==> config.mk <==
export PLATFORM = sky130hd
export DESIGN_NAME = rbb_ctrl
export DESIGN_NICKNAME = d
export VERILOG_FILES = /design/src/rtl/rbb_pkg.sv /design/src/rtl/rbb_sync.sv /design/src/rtl/rbb_seq.sv /design/src/rtl/rbb_outforce.sv /design/src/rtl/rbb_ctrl.sv
export SDC_FILE = /design/constraint.sdc
export NUM_CORES = 1
export LEC_CHECK = 0
export BUFFER_PORTS_ARGS = -buffer_cell sky130_fd_sc_hd__buf_2
export CORE_ASPECT_RATIO = 1.5
export CORE_MARGIN = 2
export CORE_UTILIZATION = 51
export CTS_BUF_LIST = sky130_fd_sc_hd__clkbuf_4 sky130_fd_sc_hd__clkbuf_8 sky130_fd_sc_hd__clkbuf_16
export CTS_CLUSTER_DIAMETER = 40
export DETAILED_ROUTE_END_ITERATION = 16
export PLACE_DENSITY = 0.85
export SLEW_MARGIN = 20
export SYNTH_ARGS = -nofsm -noshare
export SYNTH_HDL_FRONTEND = slang
export SYNTH_HIERARCHICAL = 1
export SYNTH_SLANG_ARGS = --single-unit
==> constraint.sdc <==
create_clock -name clk -period 2.6 [get_ports clk]
set_input_delay 0 -clock clk [delete_from_list [all_inputs] [get_ports clk]]
set_output_delay 0 -clock clk [all_outputs]
set_load 0.03 [all_outputs]
==> src/rtl/rbb_pkg.sv <==
package rbb_pkg;

    typedef enum logic [2:0] {
        ST_BACKUP,
        ST_PWRUP,
        ST_RESTART,
        ST_RUN,
        ST_QUAL,
        ST_SOFTRST
    } rbb_state_e;

    // Number of clock cycles that covers a time in microseconds, rounded up.
    function automatic int cyc_from_us(longint hz, longint us);
        return int'((hz * us + 64'd999999) / 64'd1000000);
    endfunction

endpackage

==> src/rtl/rbb_sync.sv <==
module rbb_sync #(
    parameter int   STAGES  = 2,
    parameter logic RST_VAL = 1'b0
) (
    input  logic clk,
    input  logic rst_n,
    input  logic d,
    output logic q
);
    logic [STAGES-1:0] sh;

    always_ff @(posedge clk or negedge rst_n) begin
        if (!rst_n) sh <= {STAGES{RST_VAL}};
        else        sh <= {sh[STAGES-2:0], d};
    end

    assign q = sh[STAGES-1];
endmodule

==> src/rtl/rbb_seq.sv <==
module rbb_seq
    import rbb_pkg::*;
#(
    parameter int PWRUP_CYC   = 3277,
    parameter int MIN_LOW_CYC = 4,
    parameter int RESTART_CYC = 10,
    parameter int NUM_GCLK    = 3
) (
    input  logic                clk,
    input  logic                rst_n,
    input  logic                pwr_s,
    input  logic                ext_s,
    output logic                reg_rst_n,
    output logic [NUM_GCLK-1:0] gclk_en,
    output logic                backup
);
    localparam int CNT_MAX = (PWRUP_CYC > RESTART_CYC)
                           ? ((PWRUP_CYC > MIN_LOW_CYC) ? PWRUP_CYC : MIN_LOW_CYC)
                           : ((RESTART_CYC > MIN_LOW_CYC) ? RESTART_CYC : MIN_LOW_CYC);
    localparam int CNT_W = $clog2(CNT_MAX + 1);
    localparam logic [CNT_W-1:0] P_LAST   = CNT_W'(PWRUP_CYC - 1);
    localparam logic [CNT_W-1:0] R_LAST   = CNT_W'(RESTART_CYC - 1);
    // The sample taken on entry to ST_QUAL is the first of MIN_LOW_CYC.
    localparam logic [CNT_W-1:0] M_LAST   = CNT_W'(MIN_LOW_CYC - 2);
    localparam logic [CNT_W-1:0] CNT_SAT  = CNT_W'(CNT_MAX - 1);

    rbb_state_e       state, nxt;
    logic [CNT_W-1:0] cnt;
    logic             cnt_clr;

    // Next state and counter control
    always_comb begin
        nxt     = state;
        cnt_clr = 1'b1;
        unique case (state)
            ST_BACKUP: begin
                if (pwr_s) nxt = ST_PWRUP;                       // power-return
            end
            ST_PWRUP: begin
                cnt_clr = 1'b0;
                if (cnt == P_LAST && ext_s) begin                 // wait-done
                    nxt     = ST_RESTART;
                    cnt_clr = 1'b1;
                end
            end
            ST_RESTART: begin
                cnt_clr = 1'b0;
                if (!ext_s) begin                                 // restart-abort
                    nxt     = ST_SOFTRST;
                    cnt_clr = 1'b1;
                end else if (cnt == R_LAST) begin                 // release
                    nxt     = ST_RUN;
                    cnt_clr = 1'b1;
                end
            end
            ST_RUN: begin
                if (!ext_s) nxt = ST_QUAL;                        // low-seen
            end
            ST_QUAL: begin
                cnt_clr = 1'b0;
                if (ext_s) begin                                  // glitch-drop
                    nxt     = ST_RUN;
                    cnt_clr = 1'b1;
                end else if (cnt == M_LAST) begin                 // qualified
                    nxt     = ST_SOFTRST;
                    cnt_clr = 1'b1;
                end
            end
            ST_SOFTRST: begin
                if (ext_s) nxt = ST_RESTART;                      // reset-end
            end
            default: nxt = ST_BACKUP;
        endcase
        if (!pwr_s) begin                                         // power-loss
            nxt     = ST_BACKUP;
            cnt_clr = 1'b1;
        end
    end

    // State register and shared interval counter
    always_ff @(posedge clk or negedge rst_n) begin
        if (!rst_n) begin
            state <= ST_BACKUP;
            cnt   <= '0;
        end else begin
            state <= nxt;
            if (cnt_clr)             cnt <= '0;
            else if (cnt != CNT_SAT) cnt <= cnt + 1'b1;
        end
    end

    // Outputs decoded from state
    always_comb begin
        reg_rst_n = 1'b0;
        gclk_en   = '0;
        backup    = 1'b0;
        unique case (state)
            ST_BACKUP:          backup = 1'b1;
            ST_RUN, ST_QUAL: begin
                reg_rst_n = 1'b1;
                gclk_en   = {NUM_GCLK{1'b1}};
            end
            ST_PWRUP, ST_RESTART, ST_SOFTRST: ;
            default:            backup = 1'b1;
        endcase
    end

    // Power loss wins over every other transition
    assert_backup_entry_R2: assert property (@(posedge clk) disable iff (!rst_n)
        !pwr_s |=> state == ST_BACKUP);

    // Leaving the power-up wait needs the full count
    assert_pwrup_wait_R4: assert property (@(posedge clk) disable iff (!rst_n)
        (state == ST_RESTART && $past(state) == ST_PWRUP) |-> $past(cnt) == P_LAST);

    // Soft reset from qualification only after enough low samples
    assert_softrst_qual_R6: assert property (@(posedge clk) disable iff (!rst_n)
        (state == ST_SOFTRST && $past(state) == ST_QUAL)
            |-> ($past(cnt) == M_LAST && !$past(ext_s)));

    // A high sample during qualification drops the request
    assert_short_pulse_R7: assert property (@(posedge clk) disable iff (!rst_n)
        (state == ST_QUAL && ext_s && pwr_s) |=> state == ST_RUN);

    // Running is entered from restart only after the full delay
    assert_restart_len_R8: assert property (@(posedge clk) disable iff (!rst_n)
        (state == ST_RUN && $past(state) != ST_RUN && $past(state) != ST_QUAL)
            |-> ($past(state) == ST_RESTART && $past(cnt) == R_LAST));
endmodule

==> src/rtl/rbb_outforce.sv <==
module rbb_outforce #(
    parameter int TX_W    = 3,
    parameter int CKO_W   = 2,
    parameter int STRB_W  = 7,
    parameter int BIDIR_W = 8
) (
    input  logic               backup,
    input  logic [TX_W-1:0]    core_tx,
    input  logic [CKO_W-1:0]   core_clkout,
    input  logic [BIDIR_W-1:0] core_bidir_oe,
    output logic [TX_W-1:0]    tx_o,
    output logic [CKO_W-1:0]   clkout_o,
    output logic [STRB_W-1:0]  strb_oe_o,
    output logic [BIDIR_W-1:0] bidir_oe_o
);
    // Driven-low classes
    always_comb begin
        tx_o     = backup ? '0 : core_tx;
        clkout_o = backup ? '0 : core_clkout;
    end

    // High-impedance classes, per pin
    for (genvar i = 0; i < STRB_W; i++) begin : g_strb
        assign strb_oe_o[i] = ~backup;
    end
    for (genvar i = 0; i < BIDIR_W; i++) begin : g_bidir
        assign bidir_oe_o[i] = core_bidir_oe[i] & ~backup;
    end
endmodule

==> src/rtl/rbb_ctrl.sv <==
module rbb_ctrl
    import rbb_pkg::*;
#(
    parameter int TMR_HZ      = 32768,
    parameter int PWRUP_US    = 100000,
    parameter int MINLOW_US   = 100,
    parameter int RESTART_CYC = 10,
    parameter int SYNC_STAGES = 2,
    parameter int NUM_GCLK    = 3,
    parameter int TX_W        = 3,
    parameter int CKO_W       = 2,
    parameter int STRB_W      = 7,
    parameter int BIDIR_W     = 8
) (
    input  logic               clk,
    input  logic               rst_n,
    input  logic               pwr_good,
    input  logic               ext_rst_n,
    input  logic [TX_W-1:0]    core_tx,
    input  logic [CKO_W-1:0]   core_clkout,
    input  logic [BIDIR_W-1:0] core_bidir_oe,
    output logic               reg_rst_n,
    output logic [NUM_GCLK-1:0] gclk_en,
    output logic               ram_retain,
    output logic [TX_W-1:0]    tx_o,
    output logic [CKO_W-1:0]   clkout_o,
    output logic [STRB_W-1:0]  strb_oe_o,
    output logic [BIDIR_W-1:0] bidir_oe_o
);
    localparam int PWRUP_CYC   = cyc_from_us(longint'(TMR_HZ), longint'(PWRUP_US));
    localparam int MIN_LOW_CYC = cyc_from_us(longint'(TMR_HZ), longint'(MINLOW_US));

    logic [1:0] raw_in, syn_in;
    logic       backup;

    assign raw_in = {ext_rst_n, pwr_good};

    for (genvar g = 0; g < 2; g++) begin : g_sync
        rbb_sync #(.STAGES(SYNC_STAGES), .RST_VAL(1'b0)) u_sync (
            .clk   (clk),
            .rst_n (rst_n),
            .d     (raw_in[g]),
            .q     (syn_in[g])
        );
    end

    rbb_seq #(
        .PWRUP_CYC   (PWRUP_CYC),
        .MIN_LOW_CYC (MIN_LOW_CYC),
        .RESTART_CYC (RESTART_CYC),
        .NUM_GCLK    (NUM_GCLK)
    ) u_seq (
        .clk       (clk),
        .rst_n     (rst_n),
        .pwr_s     (syn_in[0]),
        .ext_s     (syn_in[1]),
        .reg_rst_n (reg_rst_n),
        .gclk_en   (gclk_en),
        .backup    (backup)
    );

    rbb_outforce #(
        .TX_W    (TX_W),
        .CKO_W   (CKO_W),
        .STRB_W  (STRB_W),
        .BIDIR_W (BIDIR_W)
    ) u_force (
        .backup        (backup),
        .core_tx       (core_tx),
        .core_clkout   (core_clkout),
        .core_bidir_oe (core_bidir_oe),
        .tx_o          (tx_o),
        .clkout_o      (clkout_o),
        .strb_oe_o     (strb_oe_o),
        .bidir_oe_o    (bidir_oe_o)
    );

    assign ram_retain = backup;

    // Backup state seen by the sequencer implies safe pins from the forcing logic
    assert_force_R3: assert property (@(posedge clk) disable iff (!rst_n)
        ram_retain |-> (tx_o == '0 && clkout_o == '0 && strb_oe_o == '0 && bidir_oe_o == '0));

    // No clock runs while the register reset is held
    assert_clk_with_rst_R8: assert property (@(posedge clk) disable iff (!rst_n)
        (gclk_en != '0) |-> reg_rst_n);

    // Retention never overlaps a released register reset
    assert_retain_R10: assert property (@(posedge clk) disable iff (!rst_n)
        ram_retain |-> (!reg_rst_n && gclk_en == '0));
endmodule

# Yosys cells after proc, flatten, opt, wreduce, memory -nomap -nowiden
# Index checks and enable logic that the tools add are counted.
# totals
in_bits	17
reg_bits	19
# classes
addsub	1
eq_ne	14
reduce_logical	6
n_bitwise	8
mux	23
# op_table
op	count
$mux W3	10
$mux W12	2
$pmux W3 S6	1
$add A12 B1 Y12 const B	1
$eq A12 B12 Y1 const B	1
$eq A12 B2 Y1 const B	1
$eq A12 B4 Y1 const B	1
$ne A12 B12 Y1 const B	1
$and A1 B1 Y1	8
$mux W1	8
$ne A4 B3 Y1 const B	2
$eq A3 B2 Y1 const B	2
$eq A3 B3 Y1 const B	2
$ne A3 B3 Y1 const B	2
$reduce_and A5 Y1	1
$reduce_or A5 Y1	1
$eq A3 B1 Y1 const B	1
$logic_not A3 Y1	1
$ne A3 B2 Y1 const B	1
$pmux W1 S3	1
$mux W2	1
$reduce_bool A2 Y1	1
$reduce_or A2 Y1	1
$logic_and A1 B1 Y1	1

# Depth between registers and ports, before layout
# logic_depth
word_depth	6
mapped_depth	7
depth_no_buf	6

# By module
# The synthesis kept the hierarchy.
# modules_own_cells
module	area_each_um2	n_inst	cells_per_inst
rbb_seq	1133.6	1	117
rbb_outforce	167.7	1	21
rbb_sync	50.0	2	2

# Least setup slack after synthesis
# No wires, ideal clock.
# synth_timing
kind	register -> register
start	reg u_seq.cnt[4]
end	reg u_seq.state[0]
synth_period_minus_slack_ns	1.794
setup_ns	0.134
slack_ns	0.806
stages_incl_launch_ff	6
arrival_ns	1.660
required_time_ns	2.466
cell_sequence	dfrtp_1 > or4_4 > nor3_4 > a21o_4 > buf_12 > o211ai_2
# synth_via
elab_chain_cells	4
# synth_rtl
item	line	source
start: declaration	rbb_seq.sv:28	logic [CNT_W-1:0] cnt;
start signal: assignment	rbb_seq.sv:88	else if (cnt != CNT_SAT) cnt <= cnt + 1'b1;
$eq A12 B12 Y1	rbb_seq.sv:41	if (cnt == P_LAST && ext_s) begin
$logic_and A1 B1 Y1	rbb_seq.sv:41	
$ne A3 B2 Y1 (no source line)	--	
$reduce_and A5 Y1 (no source line) *	--	
end signal: assignment	rbb_seq.sv:86	state <= nxt;
end: declaration	rbb_seq.sv:27	rbb_state_e state, nxt;
# Mark *: on every way between the ends. The rest lies on a longest branch, timed or not.
# A chain may end at the register's enable or synchronous reset.

# Worst setup path in the final report
# layout_timing
start	reg u_seq.cnt[4]
end	reg u_seq.cnt[4]
# layout_via
elab_chain_cells	6
# layout_rtl
item	line	source
$eq A12 B2 Y1, or another cell as far along	rbb_seq.sv:64	end else if (cnt == M_LAST) begin
$mux W1, or another cell as far along	rbb_seq.sv:64	
$mux W1 (on tied branches)	rbb_seq.sv:61, rbb_seq.sv:41, rbb_seq.sv:48	
$pmux W1 S3	rbb_seq.sv:35	unique case (state)
$mux W1	rbb_seq.sv:74	if (!pwr_s) begin
$mux W12 / $reduce_bool A2 Y1 (equally long branches)	--	
# Parallel ways exist; a longest one is shown, timed or not. The select of a mux whose other input is x is not followed.

==> summary.md <==
| Metric | Value |
|---|---|
| CTS tree | built |
| Register area | 475 um^2 |
| CP max stage delay | 0.59 ns |
| Post-DP HPWL | 2330 um |
| Flops & latches, synth | 19 |
| Fin cells | 214 |
| Slowest-stage cell, CP | or4_4 |
| ANT cells | 0 |
| Clk Latency, worst-skew pair | 0.25 ns |
| GR Util met3 | 3.17% |
| Rows | 23 |
| Worst path bufs/invs | 0 |
| Sw frac | 35.0% |
| Ys flop type | dfrtp_1 |
| Final core occ | 61.0% |
| Vias in the first global route | 1,117 |
| Detailed Route WL | 3210 um |
| Most frequent cells in the layout | buf_2 (41), dfrtp_1 (19), nor2b_2 (9), nand2_1 (9), nand3_1 (8) |
| Final Total Pwr | 0.738 mW |
| ANT nets after route | 0 |
| Crit path time final | 1.91 ns |
| Total grt overflow | 0 |
| Commonest non-fill, non-tap cell in the layout | buf_2 |
| Multi-input logic area | 777 um^2 |
| Die Y | 68.2 um |
| Slew headroom | 61.8% |
| Dominant cell type by area after synthesis | dfrtp_1 |
| Status | finished, final reports clean |
| Setup violators final | 0 |
| DRC | 0 |
| Dpl cells | 207 |
| Starting density of the core | 52.9% |
| Fin Hold WS | 0.208 ns |
| Crit path depth | 4 |
| Post-synth EDFFs | 0 |
| Sum Neg Setup Slack | 0 ns |
| Worst R2R Path Depth | 4 |
| Die Area | 3190 um^2 |
| Post-synthesis average cell area | 9.87 um^2 |
| HP Class | primary input to async pin |
| Largest cells by area after synthesis | dfrtp_1 (34%), nor2b_2 (5.6%), buf_4 (5.4%) |
| Synth unique cells | 51 |
| Initial antenna violation count | 0 |
| H-tree levels | 1 |
| Drt pass-1 iters | 4 |
| Routed vias/inst | 5.79 |
| Synth top area share | 33.9% |
| Standby leakage power | 0.714 nW |
| Port Buf Inserts | 41 |
| Most used routing layer | met2 |
| Ys Warns | 6 |
| Req. time, crit path | 2.73 ns |
| Share of layout cells above drive strength 1 | 39.0% |
| Inserted Clock Buffers | 3 |
| Sequential share of power | 43.0% |
| Power share of the clock group | 27.2% |
| CTS Sinks | 19 |
| CP Class | flip-flop to flip-flop |
| Post-synth ARST share | 100% |
| Sequential area share after synthesis | 33.9% |
| MaxCap Viol Count | 0 |
| Synthesized Nets | 163 |
| Total GRT Usage | 21.6% |
| Fin area | 1610 um^2 |
| CP endpoint kind | flip-flop |
| DRT iter0 DRCs | 43 |
| Worst path cell trace | or4_4 > nor3_4 > a21o_4 > a221oi_1 |
| Internal cell power | 0.480 mW |
| Comb pwr share | 29.8% |
| Reg clk slew, reported paths | 0.07 ns |
| Chip Width | 46.8 um |
| Worst slack at placement | 0.722 ns |
| Worst Skew | 0.000754 ns |
| Global-route met2 utilization | 38.2% |
| Sw Pwr | 0.258 mW |
| Crit path arrival time | 2.04 ns |
| PD cells | 457 nW/um^2 |
| Core area | 2650 um^2 |
| Slew @ Worst Pin | 0.571 ns |
| Area post-placement | 1540 um^2 |
| Final GP Congestion | 0.964 |
| Cell count after synthesis | 142 |
| Final hold violation count | 0 |
| Setup ws final | 0.695 ns |
| Clk buf depth | 2 |
| Critical path peak fanout | 13 |
| # resized after CTS | 0 |
| Root buffer cell | clkbuf_8 |
| Slew Limit Fails | 0 |
| Fillcell total | 251 |
| Via count | 1,238 |
| First-pass GRT wire length | 4910 um |
| Routed len/inst | 15.0 um |
| Fraction of the cycle the final worst path needs | 73.3% |
| Layout overhead on the synthesized area | 15.2% |
| GRT met1 Usage | 23.7% |
| Synthesized area | 1400 um^2 |
| Num ports | 42 |
| Type of origin of the critical path | flip-flop |
| Largest net degree at the start of global routing | 20 |
| Peak supply drop | 0.325 mV |
| Final #Nets | 199 |
| RSZ-0062 raised after global routing | false |
| Fmax | 525 MHz |
| CP top delay family | simple AND/OR/NAND/NOR gates |
## metal layers
metal,up-vias,part of all wire [%]
met1,599,39
met3,8,6.8
li1,579,-
met2,52,52
met4,0,2.1
met5,-,0
## timing repair
item | in CTS | in global routing
hold endpoints to repair | 21 | 0
hold buffers | 3 | 0
setup endpoints to repair | 0 | 0
buffers inserted | 0 | 0
## sequential cells by signal, indices dropped and copies added (netlist names)
| register | count |
|---|---|
| g_sync.u_sync/sh | 4 |
| u_seq/state | 3 |
| u_seq/cnt | 12 |
## power groups by stage
stage | sequential (mW) | clock [mW] | combinational [mW]
2_1_floorplan | 0.315 | 0 | 0.196
3_3_place_gp | 0.321 | 0 | 0.211
3_5_place_dp | 0.322 | 0 | 0.216
4_1_cts | 0.316 | 0.210 | 0.222
5_1_grt | 0.318 | 0.220 | 0.236
6_report | 0.317 | 0.201 | 0.220
## kinds of logic after synthesis
kind of cell    Yosys count  share of synthesized area (%)
simple gates             59                           27.8
compound gates           30                           17.8
buf+inv                  20                           10.6
flops                    19                           33.9
xor+xnor                  9                           5.62
fa+ha+maj                 4                           3.57
mux                       1                          0.714
## cell type report
type | count | share of cell area, %
multi-input combinational | 103 | 48.1
sequential | 19 | 29.5
timing repair buffer | 46 | 15.5
tap | 37 | 2.87
clock buffer | 3 | 2.56
inverter | 5 | 1.16
clock inverter | 1 | 0.310
## synthesized netlist by cell type, drive strengths merged, types with 2 or more instances
cell type,instances
nand3b,2
nand3,8
a21o,2
dfrtp,19
nand2,9
nand4,3
a211oi,10
nor2,4
inv,5
xnor2,4
and2b,3
a221oi,2
or3,3
o2bb2ai,2
and4,2
ha,4
nor2b,10
a21oi,2
buf,14
xor2,5
nor3,5
o21ai,5
o31ai,2
## worst paths after layout
path                       slack (ns)                               end                              from
setup reg to reg                 0.69          u_seq/cnt[4]$_DFFE_PN0P_          u_seq/cnt[4]$_DFFE_PN0P_
hold reg to reg                  0.36  g_sync[1].u_sync/sh[1]$_DFF_PN0_  g_sync[1].u_sync/sh[0]$_DFF_PN0_
setup / recovery                 0.69          u_seq/cnt[4]$_DFFE_PN0P_          u_seq/cnt[4]$_DFFE_PN0P_
max in group asynchronous        2.10          u_seq/cnt[0]$_DFFE_PN0P_                             rst_n
min in group clk                 0.36  g_sync[1].u_sync/sh[1]$_DFF_PN0_  g_sync[1].u_sync/sh[0]$_DFF_PN0_
hold / removal                   0.21          u_seq/cnt[6]$_DFFE_PN0P_                             rst_n
(Power assumes the default switching activity.)
